<file path="config.mk">
export PLATFORM = sky130hd
export DESIGN_NAME = cardif_mode_ctrl
export DESIGN_NICKNAME = d
export VERILOG_FILES = /design/src/rtl/cardif_pkg.sv /design/src/rtl/cardif_cs_gate.sv /design/src/rtl/cardif_debounce.sv /design/src/rtl/cardif_mode_fsm.sv /design/src/rtl/cardif_mode_ctrl.sv
export SDC_FILE = /design/constraint.sdc
export NUM_CORES = 1
export LEC_CHECK = 0
export ABC_AREA = 0
export BUFFER_PORTS_ARGS = -buffer_cell sky130_fd_sc_hd__buf_2
export CAP_MARGIN = 0
export CORE_MARGIN = 1
export CORE_UTILIZATION = 49
export DETAILED_ROUTE_END_ITERATION = 7
export GPL_ROUTABILITY_DRIVEN = 0
export MAX_ROUTING_LAYER = met4
export PLACE_DENSITY = 0.8
export SYNTH_ARGS = -nofsm -noshare
export SYNTH_HDL_FRONTEND = slang
export SYNTH_SLANG_ARGS = --single-unit
</file>
<file path="constraint.sdc">
create_clock -name clk -period 1.69 [get_ports clk]
set_input_delay 0.338 -clock clk [delete_from_list [all_inputs] [get_ports clk]]
set_output_delay 0.338 -clock clk [all_outputs]
set_load 0.01 [all_outputs]
</file>
<file path="src/rtl/cardif_pkg.sv">
package cardif_pkg;
  localparam int MODE_W  = 5;
  localparam int IX_SHUT = 0;
  localparam int IX_DEEP = 1;
  localparam int IX_ACTG = 2;
  localparam int IX_ACTV = 3;
  localparam int IX_DEAC = 4;

  localparam logic [MODE_W-1:0] OH_SHUT = MODE_W'(1) << IX_SHUT;
  localparam logic [MODE_W-1:0] OH_DEEP = MODE_W'(1) << IX_DEEP;
  localparam logic [MODE_W-1:0] OH_ACTG = MODE_W'(1) << IX_ACTG;
  localparam logic [MODE_W-1:0] OH_ACTV = MODE_W'(1) << IX_ACTV;
  localparam logic [MODE_W-1:0] OH_DEAC = MODE_W'(1) << IX_DEAC;

  // trio order: {session request, high-voltage select, low-voltage enable}
  localparam logic [2:0] DEEP_PATTERN = 3'b100;

  typedef struct packed {
    logic       sess_n;
    logic       crst;
    logic [1:0] cdiv;
    logic       vhi;
    logic       lv_n;
  } ctl_t;

  localparam ctl_t CTL_RST = '{sess_n: 1'b1, crst: 1'b0, cdiv: 2'b00,
                               vhi: 1'b1, lv_n: 1'b1};
endpackage

</file>
<file path="src/rtl/cardif_cs_gate.sv">
module cardif_cs_gate
  import cardif_pkg::*;
(
  input  logic clk,
  input  logic rst_n,
  input  logic sel,
  input  ctl_t din,
  output ctl_t dout
);
  ctl_t held;

  always_ff @(posedge clk or negedge rst_n) begin
    if (!rst_n)   held <= CTL_RST;
    else if (sel) held <= din;
  end

  // open gate is transparent, closed gate shows the frozen copy
  assign dout = sel ? din : held;
endmodule

</file>
<file path="src/rtl/cardif_debounce.sv">
module cardif_debounce #(
  parameter int DEB_CYCLES = 8
) (
  input  logic clk,
  input  logic rst_n,
  input  logic freeze,
  input  logic raw,
  output logic level
);
  localparam int CW = (DEB_CYCLES < 2) ? 1 : $clog2(DEB_CYCLES + 1);
  localparam logic [CW-1:0] LAST = CW'(DEB_CYCLES - 1);

  logic [CW-1:0] cnt;

  always_ff @(posedge clk or negedge rst_n) begin
    if (!rst_n) begin
      cnt   <= '0;
      level <= 1'b0;
    end else if (freeze || (raw == level)) begin
      cnt <= '0;
    end else if (cnt == LAST) begin
      level <= raw;
      cnt   <= '0;
    end else begin
      cnt <= cnt + 1'b1;
    end
  end
endmodule

</file>
<file path="src/rtl/cardif_mode_fsm.sv">
module cardif_mode_fsm
  import cardif_pkg::*;
(
  input  logic              clk,
  input  logic              rst_n,
  input  logic              sess_n,
  input  logic              vhi,
  input  logic              lv_n,
  input  logic              act_done,
  input  logic              deact_done,
  output logic [MODE_W-1:0] mode
);
  logic [MODE_W-1:0] mode_nx;
  logic [2:0]        snap;
  logic              snap_ld;
  logic [2:0]        trio;

  assign trio = {sess_n, vhi, lv_n};

  always_comb begin
    mode_nx = mode;
    snap_ld = 1'b0;
    if (mode[IX_SHUT]) begin
      if (!sess_n) begin
        mode_nx = OH_ACTG;
      end else if (trio == DEEP_PATTERN) begin
        mode_nx = OH_DEEP;
        snap_ld = 1'b1;
      end
    end else if (mode[IX_DEEP]) begin
      if (trio != snap) mode_nx = sess_n ? OH_SHUT : OH_ACTG;
    end else if (mode[IX_ACTG]) begin
      if (sess_n)        mode_nx = OH_DEAC;
      else if (act_done) mode_nx = OH_ACTV;
    end else if (mode[IX_ACTV]) begin
      if (sess_n) mode_nx = OH_DEAC;
    end else if (mode[IX_DEAC]) begin
      if (deact_done) mode_nx = OH_SHUT;
    end else begin
      mode_nx = OH_SHUT;
    end
  end

  always_ff @(posedge clk or negedge rst_n) begin
    if (!rst_n) begin
      mode <= OH_SHUT;
      snap <= '0;
    end else begin
      mode <= mode_nx;
      if (snap_ld) snap <= trio;
    end
  end
endmodule

</file>
<file path="src/rtl/cardif_mode_ctrl.sv">
module cardif_mode_ctrl
  import cardif_pkg::*;
#(
  parameter int DEB_CYCLES = 8
) (
  input  logic        clk,
  input  logic        rst_n,
  input  logic        host_sel,
  input  logic        sess_req_n,
  input  logic        card_rst_req,
  input  logic [1:0]  clkdiv_sel,
  input  logic        vsel_hi,
  input  logic        lowv_en_n,
  input  logic        card_present_raw,
  input  logic        act_done,
  input  logic        deact_done,
  output logic        ctl_sess_req_n,
  output logic        ctl_card_rst,
  output logic [1:0]  ctl_clkdiv,
  output logic        ctl_vsel_hi,
  output logic        ctl_lowv_en_n,
  output logic        host_line_z,
  output logic        card_pres,
  output logic        card_pres_oe,
  output logic        gen_en,
  output logic        osc_fast,
  output logic        supervisor_en,
  output logic [4:0]  mode_state
);
  ctl_t              ctl_raw, ctl_eff;
  logic [MODE_W-1:0] mode;
  logic              pres_db;
  logic              in_deep, powered;

  assign ctl_raw = '{sess_n: sess_req_n, crst: card_rst_req, cdiv: clkdiv_sel,
                     vhi: vsel_hi, lv_n: lowv_en_n};

  cardif_cs_gate u_gate (
    .clk  (clk),
    .rst_n(rst_n),
    .sel  (host_sel),
    .din  (ctl_raw),
    .dout (ctl_eff)
  );

  cardif_mode_fsm u_fsm (
    .clk       (clk),
    .rst_n     (rst_n),
    .sess_n    (ctl_eff.sess_n),
    .vhi       (ctl_eff.vhi),
    .lv_n      (ctl_eff.lv_n),
    .act_done  (act_done),
    .deact_done(deact_done),
    .mode      (mode)
  );

  assign in_deep = mode[IX_DEEP];

  cardif_debounce #(.DEB_CYCLES(DEB_CYCLES)) u_deb (
    .clk   (clk),
    .rst_n (rst_n),
    .freeze(in_deep),
    .raw   (card_present_raw),
    .level (pres_db)
  );

  assign powered        = mode[IX_ACTG] | mode[IX_ACTV] | mode[IX_DEAC];
  assign ctl_sess_req_n = ctl_eff.sess_n;
  assign ctl_card_rst   = ctl_eff.crst;
  assign ctl_clkdiv     = ctl_eff.cdiv;
  assign ctl_vsel_hi    = ctl_eff.vhi;
  assign ctl_lowv_en_n  = ctl_eff.lv_n;
  assign host_line_z    = !host_sel || !mode[IX_ACTV];
  assign card_pres_oe   = host_sel;
  assign card_pres      = in_deep ? card_present_raw : pres_db;
  assign gen_en         = powered;
  assign osc_fast       = powered;
  assign supervisor_en  = !in_deep;
  assign mode_state     = mode;
endmodule

</file>
==> results.toml, run 1 <==
[floorplan]
ios = 29
initial_utilization = 0.543
core.rowCount = 15
die_footprint_sq_mm = 0.00216
die-width_um = 46.5
chip_height_um = 46.5
floorplan.core_area_sq_mm = 0.00178

[critical_path]
crit_required_ps = 1350
setup.worst_path.start_class = "flop"
crit_family = "flip-flops"
crit_type = "reg2out"
critical_path.slowest_cell = "sky130_fd_sc_hd__dfrtp_1"
cp_num_buf_inv = 1
critPathArrivalTime_ps = 1270
worstPathMaxFanout = 8
cp_slowest_stage_delay_ps = 480
path_cells = "mux2_2 -> buf_2"
critical_path.endpoint_type = "primary output"

[route]
first_iter_violations = 5
number_of_nets_with_antenna_violations_after_routing = 0
drc = 0
firstDrtPassIters = 2
drt_wl_total_mm = 1.86
via_per_inst = 5.17
wl_per_cell_um = 12.9
vias = 744

[clock_network]
clock_tree_from_tritoncts = "yes"
cts.clk_slew.worst_paths_ps = 100
post_cts_resize_count = 0
clockRootBuffer = "sky130_fd_sc_hd__clkbuf_4"
post_cts_buffers = 0
cts.hold.buffers_added = 1
cts.path.max_buffers = 2
htree_levels = 1
cts.sinks = 19
cts-buffers-inserted = 3
clock_insertion_delay_worst_skew_ps = 290

[timing]
timing.slew.headroom = 0.716
finalClockSkew_ps = 1.43
fmax_ghz = 0.622
timing_worst_slew_pin_value_ps = 425
max_slew_vio_count = 0
finalSetupViolations = 0
grt_setup_unrepaired = "false"
finalHoldViolations = 0
totalNegativeSetupSlack_ps = 0
fin_worst_hold_slack_ps = 284
final_min_period_over_clock_period = 0.951
layout_min_cycle_time_ps = 1610
fin_ws_ps = 82.9

[power]
post-layout-total-power_mw = 1.31
powerDensity_mw_per_mm2 = 1140
share_clk_of_total_power = 0.171
power_switching_mw = 0.463
power_switching_share = 0.354
power.share.combinational = 0.337
leakage_nw = 0.551
seqPwrFrac = 0.492
intPower_mw = 0.846
worst_ir_drop_vdd_uv = 596

[cells_and_area]
combined_area_of_the_multi_input_logic_cells_sq_um = 435
stdcell_area_sq_mm = 0.00115
layout.area.seq_sq_um = 480
postLayoutCoreUtil = 0.645
fill_cell_count = 147
final_nets = 133
area_delta_synth_final_pct = 18.7
final_layout_size_suffix_gt1_frac = 0.378
layoutNonFillerInstCount = 144
insertedDiodeCount = 0

[synth]
dominantRegCellSynth = "sky130_fd_sc_hd__dfrtp_1"
seq_area_frac_synth = 0.496
asyncSetResetFlopFracSynth = 1.00
yosysTopAreaCellShare = 0.388
ys_types = 34
synth.largest_area_cell = "sky130_fd_sc_hd__dfrtp_1"
cell_types_occupying_the_most_area_after_synthesis = "sky130_fd_sc_hd__dfrtp_1 (39%), sky130_fd_sc_hd__dfstp_2 (11%), sky130_fd_sc_hd__mux2_2 (5.8%)"
synth.ff_latch_count = 19
synth_common_cells = "sky130_fd_sc_hd__dfrtp_1 (15), sky130_fd_sc_hd__nand3_1 (7), sky130_fd_sc_hd__nor2_1 (7)"
postSynthNetCount = 102
post_synth_inst_count = 89
synth_edf_count = 0
syn_avg_cell_area_sq_um = 10.9
syn_area_sq_um = 968
most_instantiated_library_cell_after_synthesis = "sky130_fd_sc_hd__dfrtp_1"
ys_warn_count = 0

[grt]
first_global_vias = 707
grt-ovfl-total = 0
first_pass_grt_wire_length_mm = 3.01
grt_antenna_before_repair = 0
overall_fraction_of_global_route_tracks_in_use = 0.217
grt_max_degree = 20

[placement]
preCtsSetupSlack_ps = 18.8
dp_wirelength_mm = 1.38
numPortBuffers = 28
placed_cells_incl_taps = 139
post_dp_cell_area_sq_mm = 0.00111

[run_status]
status = "finished, final reports clean"

[min_path]
hp-class = "in2reg"

[job]
cap_violations = 0
path summary, 6_finish.rpt:
| check | slack [ps] | to | from | depth (start not counted) |
|---|---|---|---|---|
| setup / recovery | 80 | card_pres | u_fsm.mode[1] | 2 |
| max in group asynchronous | 870 | u_fsm.mode[0] | rst_n | 2 |
| min in group asynchronous | 500 | u_gate.held[4] | rst_n | 2 |
| setup reg to reg | 220 | u_fsm.mode[2] | u_gate.held[0] | 4 |
| hold / removal | 280 | u_gate.held[4] | card_rst_req | 2 |
| hold reg to reg | 490 | u_deb.cnt[0] | u_deb.cnt[0] | 1 |
cell type report:
class | count | share of cell area
sequential | 19 | 0.418
multi-input combinational | 61 | 0.379
timing repair buffer | 30 | 0.137
tap | 25 | 0.0272
clock buffer | 4 | 0.0229
inverter | 5 | 0.0163
power by group through the flow:
stage               clock network, mW  registers [mW]  logic (mW)
CTS                             0.235           0.644       0.446
floorplan                           0           0.642       0.310
global placement                    0           0.643       0.428
detailed placement                  0           0.653       0.442
global route                    0.245           0.660       0.500
finish                          0.224           0.645       0.441
sequential cells by signal, summed over array words and instances (netlist names):
name,flops
u_deb.cnt,4
u_deb.level,1
u_fsm.mode,5
u_gate.held,6
u_fsm.snap,3
per-layer routing:
metal,share of wire,global-route usage,vias to the layer above
li1,-,-,370
met1,0.44,0.246,350
met2,0.48,0.333,20
met3,0.045,0.0431,4
met4,0.030,0.165,0
met5,0,-,-
cell usage in the layout, fill, tap and decap left out, types with 2 or more instances in the layout:
cell type                   n
sky130_fd_sc_hd__and2_1     2
sky130_fd_sc_hd__xnor2_1    4
sky130_fd_sc_hd__nand3_1    7
sky130_fd_sc_hd__o21ai_0    2
sky130_fd_sc_hd__clkbuf_4   3
sky130_fd_sc_hd__inv_1      4
sky130_fd_sc_hd__mux2_2     5
sky130_fd_sc_hd__a31oi_1    2
sky130_fd_sc_hd__nor2_1     7
sky130_fd_sc_hd__dfstp_2    4
sky130_fd_sc_hd__nand2_1    5
sky130_fd_sc_hd__buf_2     28
sky130_fd_sc_hd__nand2b_1   4
sky130_fd_sc_hd__a21oi_1    2
sky130_fd_sc_hd__dfrtp_1   15
sky130_fd_sc_hd__nor3_1     3
sky130_fd_sc_hd__mux2i_1    2
kinds of logic (layout without fill, tap and decap cells):
logic type | count (synthesis) | after routing | synth area share
compound gates | 14 | 14 | 0.105
xor+xnor | 5 | 5 | 0.0452
fa+ha+maj | 1 | 1 | 0.0129
buf+inv | 9 | 39 | 0.0543
flops | 19 | 19 | 0.496
mux | 9 | 9 | 0.116
simple gates | 32 | 32 | 0.171
Note: power is estimated with default switching activity, not from simulation.
==> run 2, diff against run 1 <==
--- a/config.mk
+++ b/config.mk
@@ -5,15 +5,15 @@
 export SDC_FILE = /design/constraint.sdc
 export NUM_CORES = 1
 export LEC_CHECK = 0
-export ABC_AREA = 0
+export ABC_AREA = 1
 export BUFFER_PORTS_ARGS = -buffer_cell sky130_fd_sc_hd__buf_2
 export CAP_MARGIN = 0
 export CORE_MARGIN = 1
-export CORE_UTILIZATION = 49
+export CORE_UTILIZATION = 51
 export DETAILED_ROUTE_END_ITERATION = 7
 export GPL_ROUTABILITY_DRIVEN = 0
 export MAX_ROUTING_LAYER = met4
-export PLACE_DENSITY = 0.8
+export PLACE_DENSITY = 0.82
 export SYNTH_ARGS = -nofsm -noshare
 export SYNTH_HDL_FRONTEND = slang
 export SYNTH_SLANG_ARGS = --single-unit
==> run 2 against run 1 <==
  * Fmax decreased by 0.29%
  * Sequential share of layout area decreased by 4.2 points
  * Final cell count increased by 33%
  * Register-to-register slack improved by 130 ps
  * Clock power about the same
  * Worst setup slack got worse by 4.6 ps
  * Routed wire length increased by 16%
  * Critical path depth increased by 3
  * First-iteration DRC count increased to 4.0 times the previous value
  * Global-route usage increased by 0.23 points
  * Clock skew increased by 11 ps
  * Non-clock buffer count decreased by 1
  * Largest cell class is now multi-input combinational cells
==> results.toml, run 2 <==
[run_status]
status = "finished, final reports clean"

[route]
drc = 0
first_iter_violations = 20
wl_per_cell_um = 11.2
firstDrtPassIters = 4
vias = 937
drt_wl_total_mm = 2.14
via_per_inst = 4.91
number_of_nets_with_antenna_violations_after_routing = 0

[clock_network]
post_cts_buffers = 0
cts.path.max_buffers = 2
cts.clk_slew.worst_paths_ps = 110
cts.hold.buffers_added = 1
cts-buffers-inserted = 3
cts.sinks = 19
post_cts_resize_count = 0
clockRootBuffer = "sky130_fd_sc_hd__clkbuf_4"
htree_levels = 1
clock_tree_from_tritoncts = "yes"
clock_insertion_delay_worst_skew_ps = 290

[power]
post-layout-total-power_mw = 1.57
leakage_nw = 0.720
worst_ir_drop_vdd_uv = 708
powerDensity_mw_per_mm2 = 1230

[cells_and_area]
largestRegisters = "u_gate.held (6), u_fsm.mode (5), u_deb.cnt (4)"
layout_commonest_cell = "sky130_fd_sc_hd__nand2_1"
largest_reg_flops = 6
insertedDiodeCount = 0
final_cell_mix = "sky130_fd_sc_hd__nand2_1 (37), sky130_fd_sc_hd__buf_2 (28), sky130_fd_sc_hd__inv_1 (17)"
area_delta_synth_final_pct = 16.2
final_layout_size_suffix_gt1_frac = 0.366
stdcell_area_sq_mm = 0.00128
fill_cell_count = 185
largest_register = "u_gate.held"
final_nets = 178

[timing]
finalSetupViolations = 0
totalNegativeSetupSlack_ps = 0
layout_min_cycle_time_ps = 1610
grt_setup_unrepaired = "false"
timing_worst_slew_pin_value_ps = 416
max_slew_vio_count = 0
fmax_ghz = 0.620
finalClockSkew_ps = 12.0
final_min_period_over_clock_period = 0.954
timing.slew.headroom = 0.723
finalHoldViolations = 0
fin_worst_hold_slack_ps = 273

[job]
cap_violations = 0

[synth]
syn_area_sq_mm = 0.00110
dominantRegCellSynth = "sky130_fd_sc_hd__dfrtp_1"
synth.largest_area_cell = "sky130_fd_sc_hd__dfrtp_1"
synth_edf_count = 0
cell_types_occupying_the_most_area_after_synthesis = "sky130_fd_sc_hd__dfrtp_1 (34%), sky130_fd_sc_hd__nand2_1 (13%), sky130_fd_sc_hd__dfstp_2 (9.6%)"
asyncSetResetFlopFracSynth = 1.00
post_synth_inst_count = 135
ys_types = 26
seq_area_frac_synth = 0.437
synth_common_cells = "sky130_fd_sc_hd__nand2_1 (37), sky130_fd_sc_hd__inv_1 (17), sky130_fd_sc_hd__dfrtp_1 (15)"
ys_warn_count = 0
most_instantiated_library_cell_after_synthesis = "sky130_fd_sc_hd__nand2_1"
synth.ff_latch_count = 19
yosysTopAreaCellShare = 0.341
syn_avg_cell_area_sq_um = 8.15
postSynthNetCount = 148

[floorplan]
die_footprint_sq_mm = 0.00235
core.rowCount = 16
initial_utilization = 0.549
chip_height_um = 48.4
die-width_um = 48.4
ios = 29
floorplan.core_area_sq_mm = 0.00200

[critical_path]
critical_path.endpoint_type = "primary output"
setup.worst_path.start_class = "flop"
crit_required_ps = 1350
worstPathMaxFanout = 7
crit_type = "reg2out"
critPathArrivalTime_ps = 1270

[grt]
grt-ovfl-total = 0
grt_max_degree = 20
first_pass_grt_wire_length_mm = 3.93
grt_antenna_before_repair = 0
overall_fraction_of_global_route_tracks_in_use = 0.220
first_global_vias = 928

[min_path]
hp-class = "in2reg"

[placement]
dp_wirelength_mm = 1.69
numPortBuffers = 28
post_dp_cell_area_sq_mm = 0.00124
==> run 2: cell types whose count changed in the layout (fill, tap and decap cells not counted), sizes merged, moves of 6 or more <==
cell   delta
nand2    +45
inv      +16
nor2      +7
nand3     +6
==> run 2: final timing paths <==
check	to	slack [ps]	startpoint	cells after the start
max in group asynchronous	u_gate.held[0]	860	rst_n	2
min in group asynchronous	u_fsm.mode[2]	490	rst_n	2
hold / removal	u_gate.held[4]	270	card_rst_req	3
hold reg to reg	u_deb.cnt[0]	470	u_deb.cnt[0]	1
setup reg to reg	u_fsm.mode[4]	350	u_gate.held[5]	9
setup / recovery	ctl_sess_req_n	80	u_gate.held[5]	5
==> run 2: through the flow <==
stage / util / std cells / setup slack (ps)
4_1_cts: 0.638 / 191 / 74.8
2_1_floorplan: - / 135 / 426
3_3_place_gp: 0.619 / 186 / 325
5_1_grt: 0.638 / 191 / 25.5
6_report: 0.638 / 191 / 78.3
3_5_place_dp: 0.619 / 186 / 289
==> run 2: logic make-up after synthesis <==
family,after synthesis,synth area share
AO/OA/AOI/OAI,6,0.0341
buffers and inverters,25,0.111
adder cells (fa/ha/maj),1,0.0114
XOR/XNOR,1,0.00797
flip-flops,19,0.437
multiplexers,1,0.0102
AND/OR/NAND/NOR,82,0.388
==> run 2: cell type report <==
class	instances	area, sq um	area share
Inverter	21	88.8	0.0695
Tap cell	27	33.8	0.0264
Clock buffer	3	22.5	0.0176
Multi-Input combinational cell	91	497	0.389
Sequential cell	19	480	0.376
Timing Repair Buffer	29	150	0.118
Clock inverter	1	5.00	0.00392
==> run 2: worst max-delay path, stage by stage (launching register included) <==
cell,delay [ps]
sky130_fd_sc_hd__dfstp_2,540
sky130_fd_sc_hd__inv_1,60
sky130_fd_sc_hd__nand2_4,80
sky130_fd_sc_hd__nand2_4,60
sky130_fd_sc_hd__inv_4,90
sky130_fd_sc_hd__buf_2,140
==> run 2: routing by layer <==
| metal | vias to the layer above | track usage | routed length (um) |
|---|---|---|---|
| met1 | 442 | 0.253 | 933 |
| met4 | 0 | 0.0784 | 23 |
| li1 | 474 | - | - |
| met3 | 4 | 0.0252 | 64 |
| met5 | - | - | 0 |
| met2 | 17 | 0.394 | 1120 |
==> run 2: power breakdown <==
| part | internal (mW) | switching (mW) |
|---|---|---|
| sequential | 0.579 | 0.106 |
| combinational | 0.254 | 0.405 |
| clock | 0.0879 | 0.137 |
| total | 0.921 | 0.648 |
